### src/rtl/cbc_pkg.sv
package cbc_pkg;

  // Which control register a write in the ROM space targets.
  typedef enum logic [1:0] {
    TGT_RAM_GATE = 2'd0,
    TGT_ROM_SEL  = 2'd1,
    TGT_RAM_SEL  = 2'd2,
    TGT_NONE     = 2'd3
  } wr_tgt_e;

  // Address window of a bus cycle.
  typedef enum logic [1:0] {
    WIN_ROM_FIXED = 2'd0,
    WIN_ROM_BANK  = 2'd1,
    WIN_RAM       = 2'd2,
    WIN_OPEN      = 2'd3
  } win_e;

  function automatic wr_tgt_e tgt_of(input logic [2:0] top3);
    if (top3[2]) return TGT_NONE;
    case (top3[1:0])
      2'd0:    return TGT_RAM_GATE;
      2'd1:    return TGT_ROM_SEL;
      2'd2:    return TGT_RAM_SEL;
      default: return TGT_NONE;
    endcase
  endfunction

  function automatic win_e win_of(input logic [2:0] top3);
    if (!top3[2])             return top3[1] ? WIN_ROM_BANK : WIN_ROM_FIXED;
    else if (top3 == 3'b101)  return WIN_RAM;
    else                      return WIN_OPEN;
  endfunction

endpackage

### src/rtl/cbc_regs.sv
module cbc_regs
  import cbc_pkg::*;
#(
  parameter int ROM_BANK_W = 7,
  parameter int RAM_BANK_W = 2,
  parameter logic [7:0] UNLOCK_KEY = 8'h0A
) (
  input  logic                  clk,
  input  logic                  rst_n,
  input  logic                  wr,
  input  logic [2:0]            addr_top,
  input  logic [7:0]            wdata,
  output logic                  ram_en,
  output logic [ROM_BANK_W-1:0] rom_bank,
  output logic [RAM_BANK_W-1:0] ram_bank
);

  wr_tgt_e tgt;
  logic [ROM_BANK_W-1:0] rom_bank_nxt;

  assign tgt = tgt_of(addr_top);
  // Only a whole zero byte is promoted to bank 1.
  assign rom_bank_nxt = (wdata == 8'h00) ? ROM_BANK_W'(1) : wdata[ROM_BANK_W-1:0];

  always_ff @(posedge clk or negedge rst_n) begin
    if (!rst_n) begin
      ram_en   <= 1'b0;
      rom_bank <= ROM_BANK_W'(1);
      ram_bank <= '0;
    end else if (wr) begin
      case (tgt)
        TGT_RAM_GATE: ram_en   <= (wdata == UNLOCK_KEY);
        TGT_ROM_SEL:  rom_bank <= rom_bank_nxt;
        TGT_RAM_SEL:  ram_bank <= wdata[RAM_BANK_W-1:0];
        default:      ;
      endcase
    end
  end

endmodule

### src/rtl/cbc_map.sv
module cbc_map
  import cbc_pkg::*;
#(
  parameter int ROM_BANK_W = 7,
  parameter int RAM_BANK_W = 2,
  parameter int ROM_OFS_W  = 14,
  parameter int RAM_OFS_W  = 13,
  localparam int ROM_AW    = ROM_BANK_W + ROM_OFS_W,
  localparam int RAM_AW    = RAM_BANK_W + RAM_OFS_W
) (
  input  logic [15:0]           addr,
  input  logic                  rd,
  input  logic                  wr,
  input  logic                  ram_en,
  input  logic [ROM_BANK_W-1:0] rom_bank,
  input  logic [RAM_BANK_W-1:0] ram_bank,
  output win_e                  win,
  output logic [ROM_AW-1:0]     rom_addr,
  output logic                  rom_ce,
  output logic [RAM_AW-1:0]     ram_addr,
  output logic                  ram_ce,
  output logic                  ram_we
);

  logic ram_open;

  assign win      = win_of(addr[15:13]);
  assign ram_open = (win == WIN_RAM) && ram_en;

  always_comb begin
    if (win == WIN_ROM_FIXED) rom_addr = {{ROM_BANK_W{1'b0}}, addr[ROM_OFS_W-1:0]};
    else                      rom_addr = {rom_bank, addr[ROM_OFS_W-1:0]};
  end

  assign rom_ce   = rd && !addr[15];
  assign ram_addr = {ram_bank, addr[RAM_OFS_W-1:0]};
  assign ram_ce   = ram_open && (rd || wr);
  assign ram_we   = ram_open && wr;

endmodule

### src/rtl/cbc_rdmux.sv
module cbc_rdmux
  import cbc_pkg::*;
#(
  parameter logic [7:0] OPEN_BUS = 8'hFF
) (
  input  win_e       win,
  input  logic       ram_en,
  input  logic [7:0] rom_rdata,
  input  logic [7:0] ram_rdata,
  output logic [7:0] cpu_rdata
);

  always_comb begin
    case (win)
      WIN_ROM_FIXED, WIN_ROM_BANK: cpu_rdata = rom_rdata;
      WIN_RAM:  cpu_rdata = ram_en ? ram_rdata : OPEN_BUS;
      default:  cpu_rdata = OPEN_BUS;
    endcase
  end

endmodule

### src/rtl/cart_bank_ctrl.sv
module cart_bank_ctrl
  import cbc_pkg::*;
#(
  parameter int ROM_BANK_W = 7,
  parameter int RAM_BANK_W = 2,
  parameter int ROM_OFS_W  = 14,
  parameter int RAM_OFS_W  = 13,
  parameter logic [7:0] UNLOCK_KEY = 8'h0A,
  parameter logic [7:0] OPEN_BUS   = 8'hFF,
  localparam int ROM_AW = ROM_BANK_W + ROM_OFS_W,
  localparam int RAM_AW = RAM_BANK_W + RAM_OFS_W
) (
  input  logic              clk,
  input  logic              rst_n,
  input  logic [15:0]       cpu_addr,
  input  logic [7:0]        cpu_wdata,
  input  logic              cpu_wr,
  input  logic              cpu_rd,
  input  logic [7:0]        rom_rdata,
  input  logic [7:0]        ram_rdata,
  output logic [ROM_AW-1:0] rom_addr,
  output logic              rom_ce,
  output logic [RAM_AW-1:0] ram_addr,
  output logic              ram_ce,
  output logic              ram_we,
  output logic [7:0]        cpu_rdata
);

  logic                  ram_en;
  logic [ROM_BANK_W-1:0] rom_bank;
  logic [RAM_BANK_W-1:0] ram_bank;
  win_e                  win;

  cbc_regs #(
    .ROM_BANK_W(ROM_BANK_W), .RAM_BANK_W(RAM_BANK_W), .UNLOCK_KEY(UNLOCK_KEY)
  ) u_regs (
    .clk(clk), .rst_n(rst_n), .wr(cpu_wr), .addr_top(cpu_addr[15:13]),
    .wdata(cpu_wdata), .ram_en(ram_en), .rom_bank(rom_bank), .ram_bank(ram_bank)
  );

  cbc_map #(
    .ROM_BANK_W(ROM_BANK_W), .RAM_BANK_W(RAM_BANK_W),
    .ROM_OFS_W(ROM_OFS_W), .RAM_OFS_W(RAM_OFS_W)
  ) u_map (
    .addr(cpu_addr), .rd(cpu_rd), .wr(cpu_wr), .ram_en(ram_en),
    .rom_bank(rom_bank), .ram_bank(ram_bank), .win(win),
    .rom_addr(rom_addr), .rom_ce(rom_ce), .ram_addr(ram_addr),
    .ram_ce(ram_ce), .ram_we(ram_we)
  );

  cbc_rdmux #(.OPEN_BUS(OPEN_BUS)) u_rdmux (
    .win(win), .ram_en(ram_en), .rom_rdata(rom_rdata),
    .ram_rdata(ram_rdata), .cpu_rdata(cpu_rdata)
  );

endmodule

### config.mk
export PLATFORM = sky130hd
export DESIGN_NAME = cart_bank_ctrl
export DESIGN_NICKNAME = d
export VERILOG_FILES = /design/src/rtl/cbc_pkg.sv /design/src/rtl/cbc_regs.sv /design/src/rtl/cbc_map.sv /design/src/rtl/cbc_rdmux.sv /design/src/rtl/cart_bank_ctrl.sv
export SDC_FILE = /design/constraint.sdc
export NUM_CORES = 1
export LEC_CHECK = 0
export ABC_CLOCK_PERIOD_IN_PS = 2700
export BUFFER_PORTS_ARGS = -buffer_cell sky130_fd_sc_hd__buf_2
export CAP_MARGIN = 20
export CELL_PAD_IN_SITES_DETAIL_PLACEMENT = 1
export CELL_PAD_IN_SITES_GLOBAL_PLACEMENT = 2
export CORE_UTILIZATION = 19
export CTS_CLUSTER_SIZE = 14
export DETAILED_ROUTE_END_ITERATION = 16
export PLACE_DENSITY = 0.85
export SLEW_MARGIN = 20
export SYNTH_ARGS = -nofsm -noshare
export SYNTH_HDL_FRONTEND = slang
export SYNTH_HIERARCHICAL = 1
export SYNTH_SLANG_ARGS = --single-unit
### constraint.sdc
create_clock -name clk -period 2.7 [get_ports clk]
set_clock_uncertainty 0.15 [all_clocks]
set_input_delay 0.27 -clock clk [delete_from_list [all_inputs] [get_ports clk]]
set_output_delay 0.27 -clock clk [all_outputs]
set_load 0.02 [all_outputs]
; Word-level counts from Yosys, hierarchy flattened
; Cells that the tools add are included.
[totals]
regBits = 10
in_bits = 44
out_inout_bits = 47
[op_classes]
eq_ne = 8
muxes = 11
reduce_logical = 14
[op_table]
columns = op, n
row1 = 2-to-1 mux 21 bit, 1
row2 = one-hot mux 8 bit (2 select lines), 1
row3 = "equality test 8 x 4 -> 1 bit, second input constant", 1
row4 = logical NOT 8 bit, 1
row5 = 2-to-1 mux 8 bit, 1
row6 = 2-to-1 mux 7 bit, 1
row7 = "equality test 2 x 1 -> 1 bit, second input constant", 3
row8 = "equality test 2 bit, second input constant", 3
row9 = logical NOT 2 bit, 3
row10 = 2-to-1 mux 2 bit, 3
row11 = one-hot mux 2 bit (3 select lines), 1
row12 = AND reduction 2 bit, 3
row13 = logical AND 1 bit, 4
row14 = "equality test 3 bit, second input constant", 1
row15 = 2-to-1 mux 1 bit, 3
row16 = OR reduction 2 bit, 1
row17 = logical NOT 1 bit, 1
row18 = logical OR 1 bit, 1

; Logic depth before layout (Yosys ltp)
; Gate-level depths: netlist (run 1).
[depth]
ltp_word = 6
mapped_depth = 5
depth_no_buf = 4

; Cells and area by module
; The synthesis (run 1) kept the hierarchy.
[modules_own_cells]
columns = mod, n_inst, cells_per_inst, area_per_inst_um2
row1 = cbc_regs, 1, 32, 459.2
row2 = cbc_map, 1, 46, 316.6
row3 = cbc_rdmux, 1, 28, 163.9

; Worst setup path after synthesis (run 1)
; Ideal clock, no wire load.
[synth_timing]
path_kind = flip-flop to output port
start = register u_regs.ram_en
end = output cpu_rdata[0]
t_arrival_ns = 1.014
t_required_ns = 2.280
slack_ns = 1.266
path_stages_with_launch = 4
cell_sequence = dfrtp_1 nor2b_1 buf_6 a31oi_1
[synth_via]
elab_chain_cells = 2
[synth_rtl]
columns = element, line_no
row1 = from (decl), cbc_regs.sv:13  ; output logic ram_en,
row2 = from (signal assigned), cbc_regs.sv:32  ; TGT_RAM_GATE: ram_en <= (wdata == UNLOCK_KEY);
row3 = 2-to-1 mux 8 bit, cbc_rdmux.sv:16  ; WIN_RAM: cpu_rdata = ram_en ? ram_rdata : OPEN_BUS;
row4 = one-hot mux 8 bit (2 select lines), cbc_rdmux.sv:14  ; case (win)
row5 = to (decl), cart_bank_ctrl.sv:26  ; output logic [7:0] cpu_rdata
; No other way between the ends.

; Final worst setup path (run 1)
[layout_timing]
start = input cpu_addr[15]
end = output cpu_rdata[6]
[layout_via]
elab_chain_cells = 6
elab_cells_between_ends = 8
cone_classes = eq/ne: 3 / mux: 3 / reduce/logical: 2
[layout_rtl]
columns = element, line_no
row1 = from (decl), cart_bank_ctrl.sv:15  ; input logic [15:0] cpu_addr,
row2 = equality test 3 bit, cbc_pkg.sv:31  ; else if (top3 == 3'b101) return WIN_RAM;
row3 = 2-to-1 mux 1 bit, cbc_pkg.sv:31
row4 = 2-to-1 mux 2 bit *, cbc_pkg.sv:30  ; if (!top3[2]) return top3[1] ? WIN_ROM_BANK : WIN_ROM_FIXED;
row5 = net win[0], cart_bank_ctrl.sv:32  ; win_e win;
row6 = equality test 2 x 1 -> 1 bit / logical NOT 2 bit (equally long branches), cbc_rdmux.sv:14
row7 = OR reduction 2 bit, cbc_rdmux.sv:14
row8 = one-hot mux 8 bit (2 select lines) *, cbc_rdmux.sv:14
; Mark *: on every way through the listed nets, which the timed path passes. The rest lies on a longest branch.

==> flow_summary.yaml, run 1 <==
status:
  run_status: "completed"
route:
  vias: 733
  firstDrtPassIters: 3
  route.top_layer_used: "met4"
  wl_per_cell_um: 10.2
  routed_wl_um: 1990
  met3_length_um: 124
  drtIter0Drc: 4
  ant_nets: 0
  wl_met2_um: 958
  post-route-drc-count: 0
  wl_met1_um: 880
  avgViaCountPerCell: 3.76
power:
  power_frac_comb_pct: 33.9
  pwr-share-clk_pct: 31.8
  netSwitchingPower_uw: 175
  internal-power_uw: 404
  leakage_nw: 0.544
  seqPwrFrac_pct: 34.3
  ir_drop_uv: 253
  finalPower_uw: 579
  power.density_nw_per_um2: 544
  p_sw_share_pct: 30.2
logic_synthesis:
  synth_area_leaders: "buf_4, dfrtp_1, mux2_4"
  synth_edf_count: 0
  syn-cell-area_um2: 940
  syn_area_per_cell_um2: 8.86
  async_flop_share_pct: 100
  synthTopCellsByCount: "buf_4, nor2_1, inv_1"
  synth_top_area_share_pct: 24.0
  synth-seq-cells: 10
  synth_top_cell_by_area: "buf_4"
  synth.most_common_cell: "buf_4"
  ys_types: 21
  synth_ff_type: "dfrtp_1"
  synth_cells: 106
  synth_nets: 150
  yosysSeqAreaShare_pct: 26.8
  yosys_warnings: 6
critical_path:
  path_class: "in2out"
  cp-end-kind: "output pin"
  rr_startpoint: "u_regs/rom_bank[0]$_DFFE_PN1P_"
  crit_start: "cpu_addr[15]"
  startpoint_type: "primary input"
  crit_arrival_ns: 1.46
  critical_path_required_ns: 2.28
  crit_path_max_fanout: 23
placement:
  place_congestion: 0.698
  place_hpwl_um: 1640
  numPortBuffers: 51
die:
  io_pins: 91
  die-area_um2: 5230
  start_util_pct: 19.8
  die_w_um: 72.3
  die_h_um: 72.3
  rows: 25
  core_area_um2: 4750
global_routing:
  grt_pass1_vias: 660
  grt_max_degree: 24
  grt_antenna_before_repair: 0
  overflow: 0
  track_usage_pct: 7.47
  grt_pass1_wl_um: 2990
timing:
  finalCriticalPeriod_ns: 1.88
  hold_viol: 0
  setup_viol: 0
  slew_headroom_pct: 64.3
  report.final.slew_viol_count: 0
  rsz0062_at_grt: "false"
  finalCritPeriodShare_pct: 69.8
  fin_setup_tns_ns: 0
  tightest_slew_ns: 0.534
  fmax_mhz: 531
clock_network:
  clock_latency_ns: 0.23
  cts_tree: "yes"
  cts_resized: 0
  cts_buffer_depth: 2
  cts_htree_levels: 1
  cts.sinks: 10
  clk_pin_slew_ns: 0.05
  root_buffer: "clkbuf_8"
  cts_buffers: 3
  post-cts-setup-buffers: 0
cells_and_area:
  nets: 173
  diodes: 0
  post-route-util_pct: 22.4
  nFillCells: 605
  area_delta_synth_final_pct: 13.3
  layout-drive-gt1-share_pct: 53.1
hold_path:
  min_from: "cpu_wdata[5]"
  hp-class: "in2reg"
job:
  drv_cap: 0
==> cell type report <==
class,instances,area (µm²),area share [%]
timing repair buffer,52,265,24.9
inverter,11,41.3,3.88
tap,67,83.8,7.87
clock buffer,4,55.1,5.17
sequential,10,251,23.6
multi-input combinational,51,368,34.5
==> worst paths after layout <==
kind	end	slack, ns	depth (start not counted)
worst max-delay path	cpu_rdata[6]	0.82	5
worst min-delay path	u_regs/rom_bank[5]$_DFFE_PN0P_	0.13	2
worst max register to register	u_regs/rom_bank[0]$_DFFE_PN1P_	1.79	2
worst min register to register	u_regs/rom_bank[3]$_DFFE_PN0P_	0.35	1
max in group asynchronous	u_regs/rom_bank[0]$_DFFE_PN1P_	1.87	2
min in group asynchronous	u_regs/ram_bank[1]$_DFFE_PN0P_	0.28	2
==> worst max-delay path: stages <==
cell,delay [ns]
buf_2,0.22
a21o_1,0.20
nor2b_1,0.43
a31oi_1,0.15
buf_2,0.18
==> power by group through the flow <==
stage | clock network, mW | logic (mW) | registers, mW
after detailed placement | 0 | 0.198 | 0.201
after global routing | 0.203 | 0.213 | 0.203
after CTS | 0.192 | 0.200 | 0.199
after floorplan | 0 | 0.196 | 0.195
final | 0.184 | 0.197 | 0.198
after global placement | 0 | 0.196 | 0.200
==> logic make-up (layout without fill, tap and decap cells) <==
| group | count (synthesis) | in the layout | synth area share [%] |
|---|---|---|---|
| muxes | 8 | 8 | 12.0 |
| AOI/OAI and AO/OA | 12 | 12 | 7.99 |
| and+or+nand+nor | 31 | 31 | 19.2 |
| buffers and inverters | 45 | 67 | 34.1 |
| DFF | 10 | 10 | 26.8 |
==> state kept, by name, indices dropped and copies added (netlist names) <==
register and count:
u_regs/ram_bank 2, u_regs/ram_en 1, u_regs/rom_bank 7
==> routing by layer <==
layer  up-vias  track usage, %
met2        32            12.8
met5         -               0
li1        358               -
met1       336            8.84
met3         7            1.53
met4         0            3.70
==> cells in the final DEF (no fill, tap or decap) <==
cell type / instances
mux2_4: 6
nor3_1: 1
dfstp_2: 1
nor2b_1: 9
nor2_2: 3
dfrtp_1: 9
clkbuf_8: 4
nor4b_1: 1
nand4b_1: 2
mux2_2: 2
nand2_1: 1
a31oi_1: 9
nor2_1: 12
a21oi_1: 1
inv_1: 11
buf_2: 51
a21o_1: 1
and4bb_2: 1
o22ai_1: 1
dlygate4sd3_1: 1
and4bb_1: 1
==> per-stage QoR <==
step                      cells  cell area [µm²]  hold WS, ns  worst slack, ns
after global routing        195             1060        0.126            0.615
after detailed placement    190             1000     -0.00312            0.776
after global placement      190             1000     -0.00594            0.792
after CTS                   195             1060        0.129            0.774
after floorplan             106              940       -0.176             1.27
final                       195             1060        0.134            0.815
==> timing repair <==
action,4_1_cts,5_1_grt
endpoints found under the setup margin,0,0
hold buffers,1,0
endpoints found under the hold margin,10,0
Note: power is estimated with default switching activity, not from simulation.
==> run 2, diff against run 1 <==
- ABC_AREA: not set -> 1
- ABC_CLOCK_PERIOD_IN_PS: 2700 -> 1790
- CORE_UTILIZATION: 19 -> 16
- PLACE_DENSITY: 0.85 -> 0.78
- clock period: 2.7 -> 1.79 ns (I/O delays scaled with it)
==> run 2 against run 1 <==
Synthesized cell count up 47%. Core utilization down 3.1 points. Sequential power up 45%. Wire length up 31%. Final cell count up 31%. Hold slack worse by 0.085 ns. Via count up 24%. Critical path depth down 2. Critical path type is now reg2out. Global-route usage up 0.82 points. Critical endpoint is now ram_we. Non-clock buffer count up 1. Combinational power up 39%. Worst setup slack worse by 0.57 ns.
==> flow_summary.yaml, run 2 <==
route:
  post-route-drc-count: 0
  firstDrtPassIters: 3
  avgViaCountPerCell: 3.58
  vias: 912
  drtIter0Drc: 15
  ant_nets: 0
  wl_per_cell_um: 10.2
  routed_wl_um: 2600
placement:
  place_area_um2: 1100
  place_hpwl_um: 2150
  place_congestion: 0.697
  dp_slack_ns: 0.431
  placed_cells: 250
  numPortBuffers: 51
power:
  ir_drop_uv: 205
  power.density_nw_per_um2: 692
  leakage_nw: 0.650
clock_network:
  clk_pin_slew_ns: 0.05
  cts.sinks: 10
  clock_latency_ns: 0.23
  cts_htree_levels: 1
  cts_buffers: 3
  root_buffer: "clkbuf_8"
  cts_buffer_depth: 2
  cts_tree: "yes"
global_routing:
  overflow: 0
  grt_antenna_before_repair: 0
  grt_pass1_wl_um: 4110
  grt_pass1_vias: 940
  track_usage_pct: 8.28
  grt_max_degree: 14
critical_path:
  cp_num_buf_inv: 1
  path_cells: "nand4_1 -> nor2_1 -> buf_2"
  cp-end-kind: "output pin"
  max_stage_delay_ns: 0.53
  critical_path_required_ns: 1.46
  crit_family: "flip-flops"
  crit_path_max_fanout: 10
  crit_arrival_ns: 1.21
  path_class: "reg2out"
  critPathSlowestCell: "dfrtp_1"
  startpoint_type: "flip-flop"
cells_and_area:
  reg.largest.list: "u_regs/rom_bank x7, u_regs/ram_bank x2, u_regs/ram_en x1"
  final_cell_mix: "buf_2, nor2_1, inv_1"
  largest_reg_flops: 7
  nets: 225
  layout-drive-gt1-share_pct: 36.7
  post-route-util_pct: 19.3
  area_delta_synth_final_pct: 15.9
  diodes: 0
  final_cell_area_um2: 1160
  top_register: "u_regs/rom_bank"
  fin_cells: 255
  layout_commonest_cell: "buf_2"
  nFillCells: 770
die:
  die_h_um: 81.0
  start_util_pct: 16.7
  die-area_um2: 6570
  rows: 28
  core_area_um2: 5990
  die_w_um: 81.0
  io_pins: 91
status:
  run_status: "completed"
logic_synthesis:
  synth-seq-cells: 10
  synth_nets: 200
  yosysSeqAreaShare_pct: 25.2
  synth.most_common_cell: "nor2_1"
  synth_edf_count: 0
  yosys_warnings: 6
  ys_types: 15
  synth_top_cell_by_area: "buf_4"
  synthTopCellsByCount: "nor2_1, buf_4, inv_1"
  async_flop_share_pct: 100
  syn_area_per_cell_um2: 6.41
  synth_area_leaders: "buf_4, dfrtp_1, nor2_1"
  synth_ff_type: "dfrtp_1"
  synth_top_area_share_pct: 22.5
  synth_cells: 156
  syn-cell-area_um2: 1000
timing:
  setup_viol: 0
  fin_setup_tns_ns: 0
  slew_headroom_pct: 78.1
  report.final.slew_viol_count: 0
  fin_ws_ns: 0.247
  finalCritPeriodShare_pct: 86.2
  fmax_mhz: 648
  finalCriticalPeriod_ns: 1.54
  rsz0062_at_grt: "false"
  hold_viol: 0
  tightest_slew_ns: 0.328
job:
  drv_cap: 0
hold_path:
  hp-class: "in2reg"
run 2: cell count changes in the layout (fill, tap and decap cells not counted), sizes merged, moves of 2 or more:
cell | previous run | this run
nor2 | 15 | 46
nand2 | 1 | 22
inv | 11 | 29
o21ai | 0 | 10
a31oi | 9 | 0
nor2b | 9 | 0
mux2 | 8 | 0
nand3 | 0 | 4
and4bb | 2 | 0
nand4 | 0 | 2
nand4b | 2 | 0
run 2: worst min-delay path, stage by stage:
cell     delay, ns
buf_2         0.10
inv_1         0.06
o21ai_2       0.05
run 2: timing repair:
action,in CTS,in global routing
endpoints found under the hold margin,10,0
hold buffers,1,0
buffers inserted,0,0
setup endpoints to repair,0,0
gates resized for setup,0,0
run 2: logic make-up after synthesis:
logic type,count (synthesis),synth area share (%)
buffers and inverters,62,36.2
flip-flops,10,25.2
AO/OA/AOI/OAI,10,7.26
AND/OR/NAND/NOR,74,31.4
run 2: stage by stage:
| stage | total power, mW | hold WS [ns] |
|---|---|---|
| 5_1_grt | 0.856 | 0.0673 |
| 4_1_cts | 0.817 | 0.0500 |
| 3_5_place_dp | 0.569 | -0.0927 |
| 3_3_place_gp | 0.562 | -0.0930 |
| 6_report | 0.802 | 0.0491 |
| 2_1_floorplan | 0.556 | -0.267 |
run 2: layout make-up:
type	count	area (µm²)	area share, %
multi-input combinational	84	387	33.4
timing repair buffer	53	273	23.5
sequential	10	251	21.7
inverter	29	109	9.40
tap	75	93.8	8.10
clock buffer	4	45.0	3.89
run 2: routing by layer:
layer	up-vias	GRT usage (%)	share of wire (%)
met2	18	14.8	52
met4	0	3.93	1.3
met5	-	0	0
met3	2	2.36	7.0
met1	420	8.93	39
li1	472	-	-
run 2: final timing paths:
| path | to | slack [ns] | from | cells past startpoint |
|---|---|---|---|---|
| min in group asynchronous | u_regs/rom_bank[6]$_DFFE_PN0P_ | 0.20 | rst_n | 2 |
| hold / removal | u_regs/rom_bank[5]$_DFFE_PN0P_ | 0.05 | cpu_wdata[5] | 3 |
| max in group asynchronous | u_regs/rom_bank[0]$_DFFE_PN1P_ | 1.03 | rst_n | 2 |
| setup reg to reg | u_regs/ram_en$_DFFE_PN0P_ | 0.82 | u_regs/ram_en$_DFFE_PN0P_ | 2 |
| hold reg to reg | u_regs/rom_bank[4]$_DFFE_PN0P_ | 0.33 | u_regs/rom_bank[4]$_DFFE_PN0P_ | 2 |
| setup / recovery | ram_we | 0.25 | u_regs/ram_en$_DFFE_PN0P_ | 3 |
run 2: report_power, final:
part           internal (mW)  switching, mW  total, mW
Sequential             0.268         0.0194      0.287
Combinational          0.104          0.169      0.273
Clock                  0.156         0.0862      0.242
Total                  0.528          0.274      0.802
